## config.mk

```make
export PLATFORM = sky130hd
export DESIGN_NAME = hp_slot_ctrl
export DESIGN_NICKNAME = d
export VERILOG_FILES = /design/src/rtl/hp_slot_pkg.sv /design/src/rtl/hp_cmd_decode.sv /design/src/rtl/hp_slot_unit.sv /design/src/rtl/hp_slot_ctrl.sv
export SDC_FILE = /design/constraint.sdc
export NUM_CORES = 1
export LEC_CHECK = 0
export BUFFER_PORTS_ARGS = -buffer_cell sky130_fd_sc_hd__buf_2
export CAP_MARGIN = 10
export CORE_ASPECT_RATIO = 0.8
export CORE_MARGIN = 2
export CORE_UTILIZATION = 31
export DETAILED_ROUTE_END_ITERATION = 6
export GPL_ROUTABILITY_DRIVEN = 0
export PLACE_DENSITY = 0.54
export SETUP_SLACK_MARGIN = 0.02
export SLEW_MARGIN = 20
export SYNTH_ARGS = -nofsm -noshare
export SYNTH_HDL_FRONTEND = slang
export SYNTH_SLANG_ARGS = --single-unit
```

## constraint.sdc

```tcl
create_clock -name clk -period 3.45 [get_ports clk]
set_clock_uncertainty 0.05 [all_clocks]
set_input_delay 0.1725 -clock clk [delete_from_list [all_inputs] [get_ports clk]]
set_output_delay 0.1725 -clock clk [all_outputs]
set_load 0.02 [all_outputs]
```

## src/rtl/hp_slot_pkg.sv

```systemverilog
package hp_slot_pkg;

  typedef enum logic [1:0] {
    ST_KEEP     = 2'd0,
    ST_PWRONLY  = 2'd1,
    ST_ENABLED  = 2'd2,
    ST_DISABLED = 2'd3
  } slot_st_e;

  typedef enum logic [1:0] {
    IND_KEEP  = 2'd0,
    IND_ON    = 2'd1,
    IND_BLINK = 2'd2,
    IND_OFF   = 2'd3
  } ind_e;

  typedef enum logic [2:0] {
    CK_SLOT,
    CK_SPEED,
    CK_PWR_ALL,
    CK_EN_ALL,
    CK_BAD
  } cmd_kind_e;

  localparam int STAT_W       = 4;
  localparam int STAT_BUSY    = 0;
  localparam int STAT_LATCH   = 1;
  localparam int STAT_BADCMD  = 2;
  localparam int STAT_BADMODE = 3;
  localparam int TGT_W        = 5;

  localparam logic [7:0] CODE_PWR_ALL = 8'h48;
  localparam logic [7:0] CODE_EN_ALL  = 8'h49;

  function automatic cmd_kind_e classify(input logic [7:0] code);
    if (code[7:6] == 2'b00)        return CK_SLOT;
    if (code[7:3] == 5'b01000)     return CK_SPEED;
    if (code == CODE_PWR_ALL)      return CK_PWR_ALL;
    if (code == CODE_EN_ALL)       return CK_EN_ALL;
    return CK_BAD;
  endfunction

  // Legal moves only; anything else keeps the current state.
  function automatic slot_st_e next_state(input slot_st_e cur, input slot_st_e req);
    if (cur == ST_DISABLED && (req == ST_PWRONLY || req == ST_ENABLED)) return req;
    if ((cur == ST_ENABLED || cur == ST_PWRONLY) && req == ST_DISABLED) return ST_DISABLED;
    return cur;
  endfunction

  function automatic ind_e next_ind(input ind_e cur, input ind_e req);
    return (req == IND_KEEP) ? cur : req;
  endfunction

  function automatic logic rejects(input slot_st_e cur, input slot_st_e req);
    return (cur == ST_ENABLED) && (req == ST_PWRONLY);
  endfunction

endpackage

```

## src/rtl/hp_cmd_decode.sv

```systemverilog
module hp_cmd_decode
  import hp_slot_pkg::*;
#(
  parameter int NUM_SLOTS = 4
) (
  input  logic [7:0]                  code,
  input  logic [7:0]                  target,
  input  logic [NUM_SLOTS-1:0][1:0]   cur_st,
  input  logic [NUM_SLOTS-1:0]        latch_open,
  output cmd_kind_e                   kind,
  output logic                        any_enabled,
  output logic [NUM_SLOTS-1:0]        apply,
  output logic [NUM_SLOTS-1:0][1:0]   req_st,
  output logic [NUM_SLOTS-1:0][1:0]   req_pwr,
  output logic [NUM_SLOTS-1:0][1:0]   req_attn,
  output logic                        bad_cmd,
  output logic                        bad_mode
);

  logic [TGT_W-1:0]     tgt;
  logic [NUM_SLOTS-1:0] tgt_hit;
  logic [NUM_SLOTS-1:0] enabled_vec;
  logic [NUM_SLOTS-1:0] reject_vec;
  logic                 tgt_ok;
  logic                 tgt_rejects;
  logic                 unused_tgt_hi;

  assign tgt           = target[TGT_W-1:0];
  assign unused_tgt_hi = ^target[7:TGT_W];
  assign kind          = classify(code);

  for (genvar i = 0; i < NUM_SLOTS; i++) begin : g_slot_dec
    assign tgt_hit[i]     = (tgt == TGT_W'(i + 1));
    assign enabled_vec[i] = (slot_st_e'(cur_st[i]) == ST_ENABLED);
    assign reject_vec[i]  = rejects(slot_st_e'(cur_st[i]), slot_st_e'(code[1:0]));
  end

  assign tgt_ok      = |tgt_hit;
  assign tgt_rejects = |(tgt_hit & reject_vec);
  assign any_enabled = |enabled_vec;

  always_comb begin
    apply    = '0;
    req_st   = '0;
    req_pwr  = '0;
    req_attn = '0;
    bad_cmd  = 1'b0;
    bad_mode = 1'b0;
    unique case (kind)
      CK_SLOT: begin
        if (!tgt_ok || tgt_rejects) begin
          bad_cmd = 1'b1;
        end else begin
          apply = tgt_hit;
          for (int i = 0; i < NUM_SLOTS; i++) begin
            req_st[i]   = code[1:0];
            req_pwr[i]  = code[3:2];
            req_attn[i] = code[5:4];
          end
        end
      end
      CK_SPEED: begin
        bad_mode = (code[2:0] != 3'd0);
      end
      CK_PWR_ALL, CK_EN_ALL: begin
        if (any_enabled) begin
          bad_cmd = 1'b1;
        end else begin
          apply = '1;
          for (int i = 0; i < NUM_SLOTS; i++) begin
            if (latch_open[i]) begin
              req_st[i]  = ST_KEEP;
              req_pwr[i] = IND_OFF;
            end else begin
              req_st[i]  = (kind == CK_EN_ALL) ? ST_ENABLED : ST_PWRONLY;
              req_pwr[i] = IND_ON;
            end
          end
        end
      end
      default: begin
        bad_cmd = 1'b1;
      end
    endcase
  end

endmodule

```

## src/rtl/hp_slot_unit.sv

```systemverilog
module hp_slot_unit
  import hp_slot_pkg::*;
(
  input  logic       clk,
  input  logic       rst_n,
  input  logic       present,
  input  logic       apply,
  input  logic [1:0] req_st,
  input  logic [1:0] req_pwr,
  input  logic [1:0] req_attn,
  output logic [1:0] st_q,
  output logic [1:0] pwr_q,
  output logic [1:0] attn_q
);

  always_ff @(posedge clk) begin
    if (!rst_n) begin
      st_q   <= present ? ST_ENABLED : ST_DISABLED;
      pwr_q  <= present ? IND_ON     : IND_OFF;
      attn_q <= IND_KEEP;
    end else if (apply) begin
      st_q   <= next_state(slot_st_e'(st_q), slot_st_e'(req_st));
      pwr_q  <= next_ind(ind_e'(pwr_q), ind_e'(req_pwr));
      attn_q <= next_ind(ind_e'(attn_q), ind_e'(req_attn));
    end
  end


  legal_move_chk: assert property (@(posedge clk) disable iff (!rst_n)
    !$stable(st_q) |->
      (($past(st_q) == ST_DISABLED) && (st_q == ST_PWRONLY || st_q == ST_ENABLED)) ||
      (($past(st_q) != ST_DISABLED) && (st_q == ST_DISABLED)));


  no_en_to_pwr_chk: assert property (@(posedge clk) disable iff (!rst_n)
    (st_q == ST_ENABLED) |=> (st_q != ST_PWRONLY));

endmodule

```

## src/rtl/hp_slot_ctrl.sv

```systemverilog
module hp_slot_ctrl
  import hp_slot_pkg::*;
#(
  parameter int NUM_SLOTS = 4
) (
  input  logic                    clk,
  input  logic                    rst_n,
  input  logic                    wr_en,
  input  logic                    wr_addr,
  input  logic [1:0]              wr_be,
  input  logic [15:0]             wr_data,
  input  logic [NUM_SLOTS-1:0]    slot_present,
  input  logic [NUM_SLOTS-1:0]    slot_latch_open,
  output logic [2*NUM_SLOTS-1:0]  slot_state,
  output logic [2*NUM_SLOTS-1:0]  slot_pwr_ind,
  output logic [2*NUM_SLOTS-1:0]  slot_attn_ind,
  output logic [STAT_W-1:0]       cmd_status,
  output logic                    cmd_detected
);

  localparam int FW = 2;

  logic [7:0]        code_q;
  logic [7:0]        tgt_q;
  logic              pend_q;
  logic [STAT_W-1:0] status_q;
  logic              det_q;

  logic cmd_wr;
  logic det_clr;

  cmd_kind_e                  kind;
  logic                       any_en;
  logic [NUM_SLOTS-1:0]       dec_apply;
  logic [NUM_SLOTS-1:0]       slot_apply;
  logic [NUM_SLOTS-1:0][1:0]  cur_st;
  logic [NUM_SLOTS-1:0][1:0]  req_st;
  logic [NUM_SLOTS-1:0][1:0]  req_pwr;
  logic [NUM_SLOTS-1:0][1:0]  req_attn;
  logic                       bad_cmd;
  logic                       bad_mode;

  assign cmd_wr  = wr_en && !wr_addr && (|wr_be);
  assign det_clr = wr_en && wr_addr && wr_be[0] && wr_data[0];

  always_ff @(posedge clk) begin
    if (!rst_n) begin
      code_q <= '0;
      tgt_q  <= '0;
      pend_q <= 1'b0;
    end else begin
      pend_q <= cmd_wr;
      if (cmd_wr && wr_be[0]) code_q <= wr_data[7:0];
      if (cmd_wr && wr_be[1]) tgt_q  <= wr_data[15:8];
    end
  end

  always_ff @(posedge clk) begin
    if (!rst_n) begin
      status_q <= '0;
      det_q    <= 1'b0;
    end else begin
      if (pend_q) begin
        status_q                <= '0;
        status_q[STAT_BADCMD]   <= bad_cmd;
        status_q[STAT_BADMODE]  <= bad_mode;
        det_q                   <= 1'b1;
      end else if (det_clr) begin
        det_q <= 1'b0;
      end
    end
  end

  hp_cmd_decode #(.NUM_SLOTS(NUM_SLOTS)) u_decode (
    .code        (code_q),
    .target      (tgt_q),
    .cur_st      (cur_st),
    .latch_open  (slot_latch_open),
    .kind        (kind),
    .any_enabled (any_en),
    .apply       (dec_apply),
    .req_st      (req_st),
    .req_pwr     (req_pwr),
    .req_attn    (req_attn),
    .bad_cmd     (bad_cmd),
    .bad_mode    (bad_mode)
  );

  assign slot_apply = {NUM_SLOTS{pend_q}} & dec_apply;

  for (genvar i = 0; i < NUM_SLOTS; i++) begin : g_slot
    logic [1:0] st_w;
    logic [1:0] pwr_w;
    logic [1:0] attn_w;

    hp_slot_unit u_unit (
      .clk      (clk),
      .rst_n    (rst_n),
      .present  (slot_present[i]),
      .apply    (slot_apply[i]),
      .req_st   (req_st[i]),
      .req_pwr  (req_pwr[i]),
      .req_attn (req_attn[i]),
      .st_q     (st_w),
      .pwr_q    (pwr_w),
      .attn_q   (attn_w)
    );

    assign cur_st[i]               = st_w;
    assign slot_state[FW*i +: FW]    = st_w;
    assign slot_pwr_ind[FW*i +: FW]  = pwr_w;
    assign slot_attn_ind[FW*i +: FW] = attn_w;
  end

  assign cmd_status   = status_q;
  assign cmd_detected = det_q;


  stat_low_zero_chk: assert property (@(posedge clk) disable iff (!rst_n)
    cmd_status[STAT_LATCH:STAT_BUSY] == 2'b00);


  status_hold_chk: assert property (@(posedge clk) disable iff (!rst_n)
    !pend_q |=> $stable(cmd_status));


  detect_rise_chk: assert property (@(posedge clk) disable iff (!rst_n)
    $rose(cmd_detected) |-> $past(pend_q));


  bcast_block_chk: assert property (@(posedge clk) disable iff (!rst_n)
    (pend_q && (kind == CK_PWR_ALL || kind == CK_EN_ALL) && any_en)
      |=> ($stable(slot_state) && $stable(slot_pwr_ind) && cmd_status[STAT_BADCMD]));


  bad_target_chk: assert property (@(posedge clk) disable iff (!rst_n)
    (pend_q && kind == CK_SLOT && bad_cmd)
      |=> ($stable(slot_state) && $stable(slot_pwr_ind) && $stable(slot_attn_ind)));


  speed_no_slot_chk: assert property (@(posedge clk) disable iff (!rst_n)
    (pend_q && kind == CK_SPEED)
      |=> ($stable(slot_state) && !cmd_status[STAT_BADCMD]));

endmodule

```

==> reports/summary.txt, run 1 <==
outcome -> finished, final reports clean
YS warnings -> 0
Synth Cell Area -> 2370 sq um
CP max stage delay -> 0.46 ns
met1 Track Usage GR -> 22.3%
reg-to-reg slack, setup -> 0.43 ns
post-DP HPWL -> 4.53 mm
Post-Route WL -> 5.90 mm
Cell variety after synth -> 49
delay-heaviest family, CP -> simple AND/OR/NAND/NOR gates
leakage -> 1.10 nW
end of the critical path -> g_slot[0].u_unit.st_q[0]$_DFFE_PP_
Num CTS Buffers -> 5
CP most frequent cell -> ha_1
Tot GR Track Use -> 15.4%
period utilization -> 87.6%
CP required -> 3.35 ns
maxcap violations -> 0
fmax -> 331 MHz
H-tree levels -> 2
post-synthesis average cell area -> 9.10 sq um
gate count of the mapped netlist -> 260
first drt pass iteration count -> 4
via count -> 2082
GRT overflow -> 0
share of the synthesized area in the top cell type -> 21.2%
area grow syn2layout -> 17.8%
final antenna-violating net count -> 0
startpoint types -> register
antenna violations before repair -> 0
CTS Root Buffer Type -> clkbuf_8
CP startpoint -> g_slot[0].u_unit.st_q[1]$_SDFFCE_PN1P_
met2 Usage GRT -> 23.2%
crit end category -> register
list of most frequent post-synthesis cells -> nand2_1 (46), dfxtp_1 (25), edfxtp_1 (16), a21oi_1 (15), nand3_1 (14)
Slew headroom -> 55.9%
first-pass GRT wire length -> 10.0 mm
ANT cells -> 0
Worst Path Buf+Inv -> 0
DR DRC count -> 0
vias in the first global route -> 1982
Die ar. -> 8350 sq um
Pwr Density -> 347 nW/um^2
Worst path depth -> 9
worst-margin pin slew -> 0.660 ns
Die W -> 102 um
number of synthesized flops with an enable pin -> 16
Peak supply drop -> 0.144 mV
synth top area cells -> dfxtp_1 (21%), edfxtp_1 (20%), nand2_1 (7.3%)
RR Startpoint -> g_slot[0].u_unit.st_q[1]$_SDFFCE_PN1P_
CP max stage cell -> nor4_1
Resized Gates After CTS -> 0
worst hold slack -> 0.0819 ns
hold_buf cts -> 0
most numerous cell in the Yosys netlist -> nand2_1
fin nets -> 350
RSZ-0062 raised after global routing -> no
critical path cell sequence -> ha_1 > nor4_1 > and4_1 > nand2_1 > o21ai_0 > ha_1 > nor2b_1 > a21oi_1 > o31ai_1
met3 usage -> 3.62%
Hold Path Class -> input pin to register
GR peak layer -> met2
critical path data arrival time -> 2.92 ns
Die H -> 82.1 um
reg2reg end -> g_slot[0].u_unit.st_q[0]$_DFFE_PP_
Reg clk slew, reported paths -> 0.08 ns
final setup vio count -> 0
# Post-CTS Setup Buffers -> 0
fin. max-slew vios -> 0
Final Hold Vio Count -> 0
drt wl/cell -> 14.3 um
initial cell density of the core -> 32.0%
Placed Cells -> 406
Buffers on Ports -> 53
Synth Register Bits -> 41
Clk Latency, worst-skew pair -> 0.29 ns
cell taking the most area after synthesis -> dfxtp_1
R2R cell count -> 9
fin cells -> 413
I/O Pins -> 59
filler cell count -> 782
pin count of the biggest net entering global routing -> 31
ys async rst share -> 0%
DRT iter0 DRCs -> 147
via-per-instance ratio -> 5.04
CP Max Fanout -> 8
Row Count -> 28
top_reg_cell synth -> dfxtp_1
layout cell share with drive strength beyond 1 -> 23.7%
core box area -> 7390 sq um
minimum clock period -> 3.02 ns
Setup CP Type -> register to register
TritonCTS clock tree -> built
total clock sinks -> 41
CTS Buffer Depth -> 2
register area share after synthesis -> 41.5%
setup TNS -> 0 ns
==> metrics by stage <==
| step | power (mW) | setup WS [ns] | area [sq um] | util, % |
|---|---|---|---|---|
| 2_1_floorplan | 0.631 | 0.589 | 2370 | - |
| 3_3_place_gp | 0.678 | 0.529 | 2710 | 36.7 |
| 3_5_place_dp | 0.679 | 0.459 | 2710 | 36.7 |
| 4_1_cts | 0.981 | 0.440 | 2790 | 37.7 |
| 5_1_grt | 1.03 | 0.166 | 2790 | 37.7 |
| 6_report | 0.968 | 0.428 | 2790 | 37.7 |
==> sequential cells by signal, summed over array words and instances, names as in the netlist <==
register,count
g_slot.u_unit.attn_q,8
tgt_q,5
cmd_status,2
pend_q,1
g_slot.u_unit.pwr_q,8
cmd_detected,1
g_slot.u_unit.st_q,8
code_q,8
==> routing by layer <==
metal	vias to the layer above	share of wire (%)
li1	1055	-
met5	-	0
met2	59	42
met1	961	51
met4	0	0.86
met3	7	6.2
==> layout by cell type (no fill, tap or decap), drive strengths merged, types with 6 or more instances in the layout <==
cell type,netlist,routed
a21boi,16,16
a21oi,15,15
and3,8,8
buf,7,56
clkbuf,9,6
dfxtp,25,25
edfxtp,16,16
ha,12,12
inv,6,6
nand2,46,46
nand3,14,14
nor2,7,7
nor2b,10,10
o21ai,13,13
o2bb2ai,8,8
==> report_power, final <==
| group | switching [mW] | internal, mW |
|---|---|---|
| Combinational | 0.0783 | 0.0487 |
| Clock | 0.163 | 0.138 |
| Sequential | 0.0172 | 0.523 |
==> area by class of cell <==
cell class	count	area, sq um	share of cell area, %
Clock buffer	6	72.6	2.60
Inverter	6	22.5	0.808
Sequential cell	41	981	35.2
Timing Repair Buffer	56	288	10.3
Tap cell	105	131	4.71
Clock inverter	1	5.00	0.180
Multi-Input combinational cell	198	1290	46.2
==> worst reg2reg max path: cells and delay by family (launching register included) <==
family / cells / cell delay (ns)
simple gates: 4 / 1.13
compound gates: 3 / 0.68
flops: 1 / 0.43
fa+ha+maj: 2 / 0.42
==> cells by family (layout without fill, tap and decap cells) <==
kind of cell | Yosys count | count (layout) | share of synthesized area, %
AO/OA/AOI/OAI | 71 | 71 | 21.7
adder cells (fa/ha/maj) | 12 | 12 | 6.35
buffers and inverters | 22 | 69 | 4.28
flip-flops | 41 | 41 | 41.5
multiplexers | 1 | 1 | 0.582
other | 1 | 2 | 0.158
AND/OR/NAND/NOR | 112 | 112 | 25.4
==> how the worst min path moves through the flow <==
stage                                             from  cells after the start  slack [ns]                                       to
6_report                                    wr_data[7]                      3        0.08                   code_q[7]$_SDFFE_PN0P_
2_1_floorplan                                 wr_be[1]                      1        0.26                        pend_q$_SDFF_PN0_
3_3_place_gp                                wr_data[5]                      3        0.39                   code_q[5]$_SDFFE_PN0P_
3_5_place_dp   g_slot[0].u_unit.attn_q[1]$_SDFFE_PN0P_                      2        0.39  g_slot[0].u_unit.attn_q[1]$_SDFFE_PN0P_
4_1_cts                                    wr_data[11]                      3        0.08                    tgt_q[3]$_SDFFE_PN0P_
5_1_grt                                     wr_data[7]                      3        0.07                   code_q[7]$_SDFFE_PN0P_
Note: power is estimated with default switching activity, not from simulation.
==> run 2, diff against run 1 <==
Settings changed: CTS_BUF_LIST from default to sky130_fd_sc_hd__clkbuf_4.
Clock period 3.45 ns to 3.4 ns, I/O delays scaled along.
==> reports/summary.txt, run 2 (synthesis gave the netlist of run 1 again) <==
worst-margin pin slew -> 0.686 ns (+0.0261 ns)
drt wl/cell -> 14.1 um (-1.4%)
I/O Pins -> 59 (unchanged)
placed inst area -> 2710 sq um (unchanged)
GR peak layer -> met2
DRT iter0 DRCs -> 150 (+2.0%)
via count -> 2066 (-0.77%)
DR DRC count -> 0 (unchanged)
core box area -> 7390 sq um (unchanged)
RSZ-0062 raised after global routing -> no
post-DP HPWL -> 4.47 mm (-1.2%)
antenna violations before repair -> 0 (unchanged)
H-tree levels -> 2 (unchanged)
met3 usage -> 3.54% (-0.084 points)
Die W -> 102 um (unchanged)
Reg clk slew, reported paths -> 0.13 ns (+0.05 ns)
final setup vio count -> 0 (unchanged)
area grow syn2layout -> 16.9%
fin area -> 2770 sq um (-0.81%)
layout cell share with drive strength beyond 1 -> 24.3% (+0.57 points)
via-per-instance ratio -> 4.99 (-1.0%)
RR Startpoint -> g_slot[1].u_unit.st_q[1]$_SDFFCE_PN1P_
first drt pass iteration count -> 4 (unchanged)
initial cell density of the core -> 32.0% (unchanged)
hold_buf cts -> 0 (unchanged)
fin nets -> 350 (unchanged)
Placed Cells -> 406 (unchanged)
met1 Track Usage GR -> 21.2% (-1.1 points)
Die ar. -> 8350 sq um (unchanged)
total clock sinks -> 41 (unchanged)
Setup CP Type -> register to register
CP Max Fanout -> 8 (unchanged)
setup TNS -> 0 ns (unchanged)
CP startpoint -> g_slot[1].u_unit.st_q[1]$_SDFFCE_PN1P_
pin count of the biggest net entering global routing -> 33 (+6.5%)
Num CTS Buffers -> 5 (unchanged)
period utilization -> 90.4% (+2.9 points)
leakage -> 1.10 nW (-0.43%)
first-pass GRT wire length -> 9.64 mm (-3.7%)
maxcap violations -> 0 (unchanged)
Buffers on Ports -> 53 (unchanged)
ANT cells -> 0 (unchanged)
Final Hold Vio Count -> 0 (unchanged)
Tot GR Track Use -> 14.7% (-0.66 points)
CTS Buffer Depth -> 2 (unchanged)
Post-Route WL -> 5.83 mm (-1.2%)
Die H -> 82.1 um (unchanged)
reg-to-reg slack, setup -> 0.32 ns (-0.10 ns)
outcome -> finished, final reports clean
fin cells -> 414 (+0.24%)
final antenna-violating net count -> 0 (unchanged)
hold path start -> wr_data[7]
CP required -> 3.36 ns (about the same)
# Post-CTS Setup Buffers -> 0 (unchanged)
Clk Latency, worst-skew pair -> 0.35 ns (+0.06 ns)
startpoint types -> register
Peak supply drop -> 0.164 mV (+14%)
commonest non-fill, non-tap cells in the layout -> buf_2 (53), nand2_1 (46), dfxtp_1 (25), edfxtp_1 (16), a21oi_1 (15)
Row Count -> 28 (unchanged)
Hold Path Class -> input pin to register
crit end category -> register
minimum clock period -> 3.08 ns (+0.0536 ns)
Final Util -> 37.4% (-0.30 points)
GRT overflow -> 0 (unchanged)
CTS Root Buffer Type -> clkbuf_4
most common cell after layout, fill and taps aside -> buf_2
met2 Usage GRT -> 22.6% (-0.59 points)
TritonCTS clock tree -> built
critical path data arrival time -> 3.04 ns (+0.12 ns)
Resized Gates After CTS -> 0 (unchanged)
Slew headroom -> 54.1% (-1.7 points)
fmax -> 325 MHz (-1.7%)
vias in the first global route -> 1930 (-2.6%)
fin. max-slew vios -> 0 (unchanged)
Pwr Density -> 335 nW/um^2 (-3.4%)
run 2: per-stage QoR:
| stage | power [mW] | worst slack, ns | hold slack [ns] |
|---|---|---|---|
| finish | 0.927 | 0.325 | 0.0215 |
| global route | 0.972 | 0.0763 | 0.0115 |
| CTS | 0.940 | 0.338 | 0.00566 |
| detailed placement | 0.689 | 0.369 | 0.397 |
| global placement | 0.688 | 0.482 | 0.391 |
| floorplan | 0.640 | 0.539 | 0.258 |
run 2: report_power, final:
group | internal (mW) | switching [mW] | total [mW]
logic | 0.0496 | 0.0810 | 0.131
registers | 0.531 | 0.0171 | 0.548
clock network | 0.0883 | 0.160 | 0.249
run 2: metal layers:
metal | part of all wire, % | up-vias
met5 | 0 | -
met4 | 0.26 | 0
met3 | 5.5 | 2
met2 | 43 | 55
met1 | 51 | 955
li1 | - | 1054
run 2: cell type report:
class	instances	area (sq um)
fillers	785	4630
inverters	6	22.5
clock buffers	6	45.0
flip-flops and latches	41	981
well taps	105	131
multi-input cells	198	1290
repair buffers	56	288
clock inverters	2	10.0
run 2: critical path: stages, from the launching register on:
cell and delay (ns):
edfxtp_1 0.44, ha_1 0.24, nor4_1 0.50, and4_1 0.30, nand2_1 0.20, o21ai_0 0.25
ha_1 0.16, nor2b_1 0.17, a21oi_1 0.06, o31ai_1 0.36
run 2: worst paths after layout:
path                                                  end  cells past startpoint
setup / recovery   g_slot[0].u_unit.st_q[1]$_SDFFCE_PN1P_                      9
hold / removal                     code_q[7]$_SDFFE_PN0P_                      3
setup reg to reg   g_slot[0].u_unit.st_q[1]$_SDFFCE_PN1P_                      9
hold reg to reg   g_slot[0].u_unit.attn_q[1]$_SDFFE_PN0P_                      2
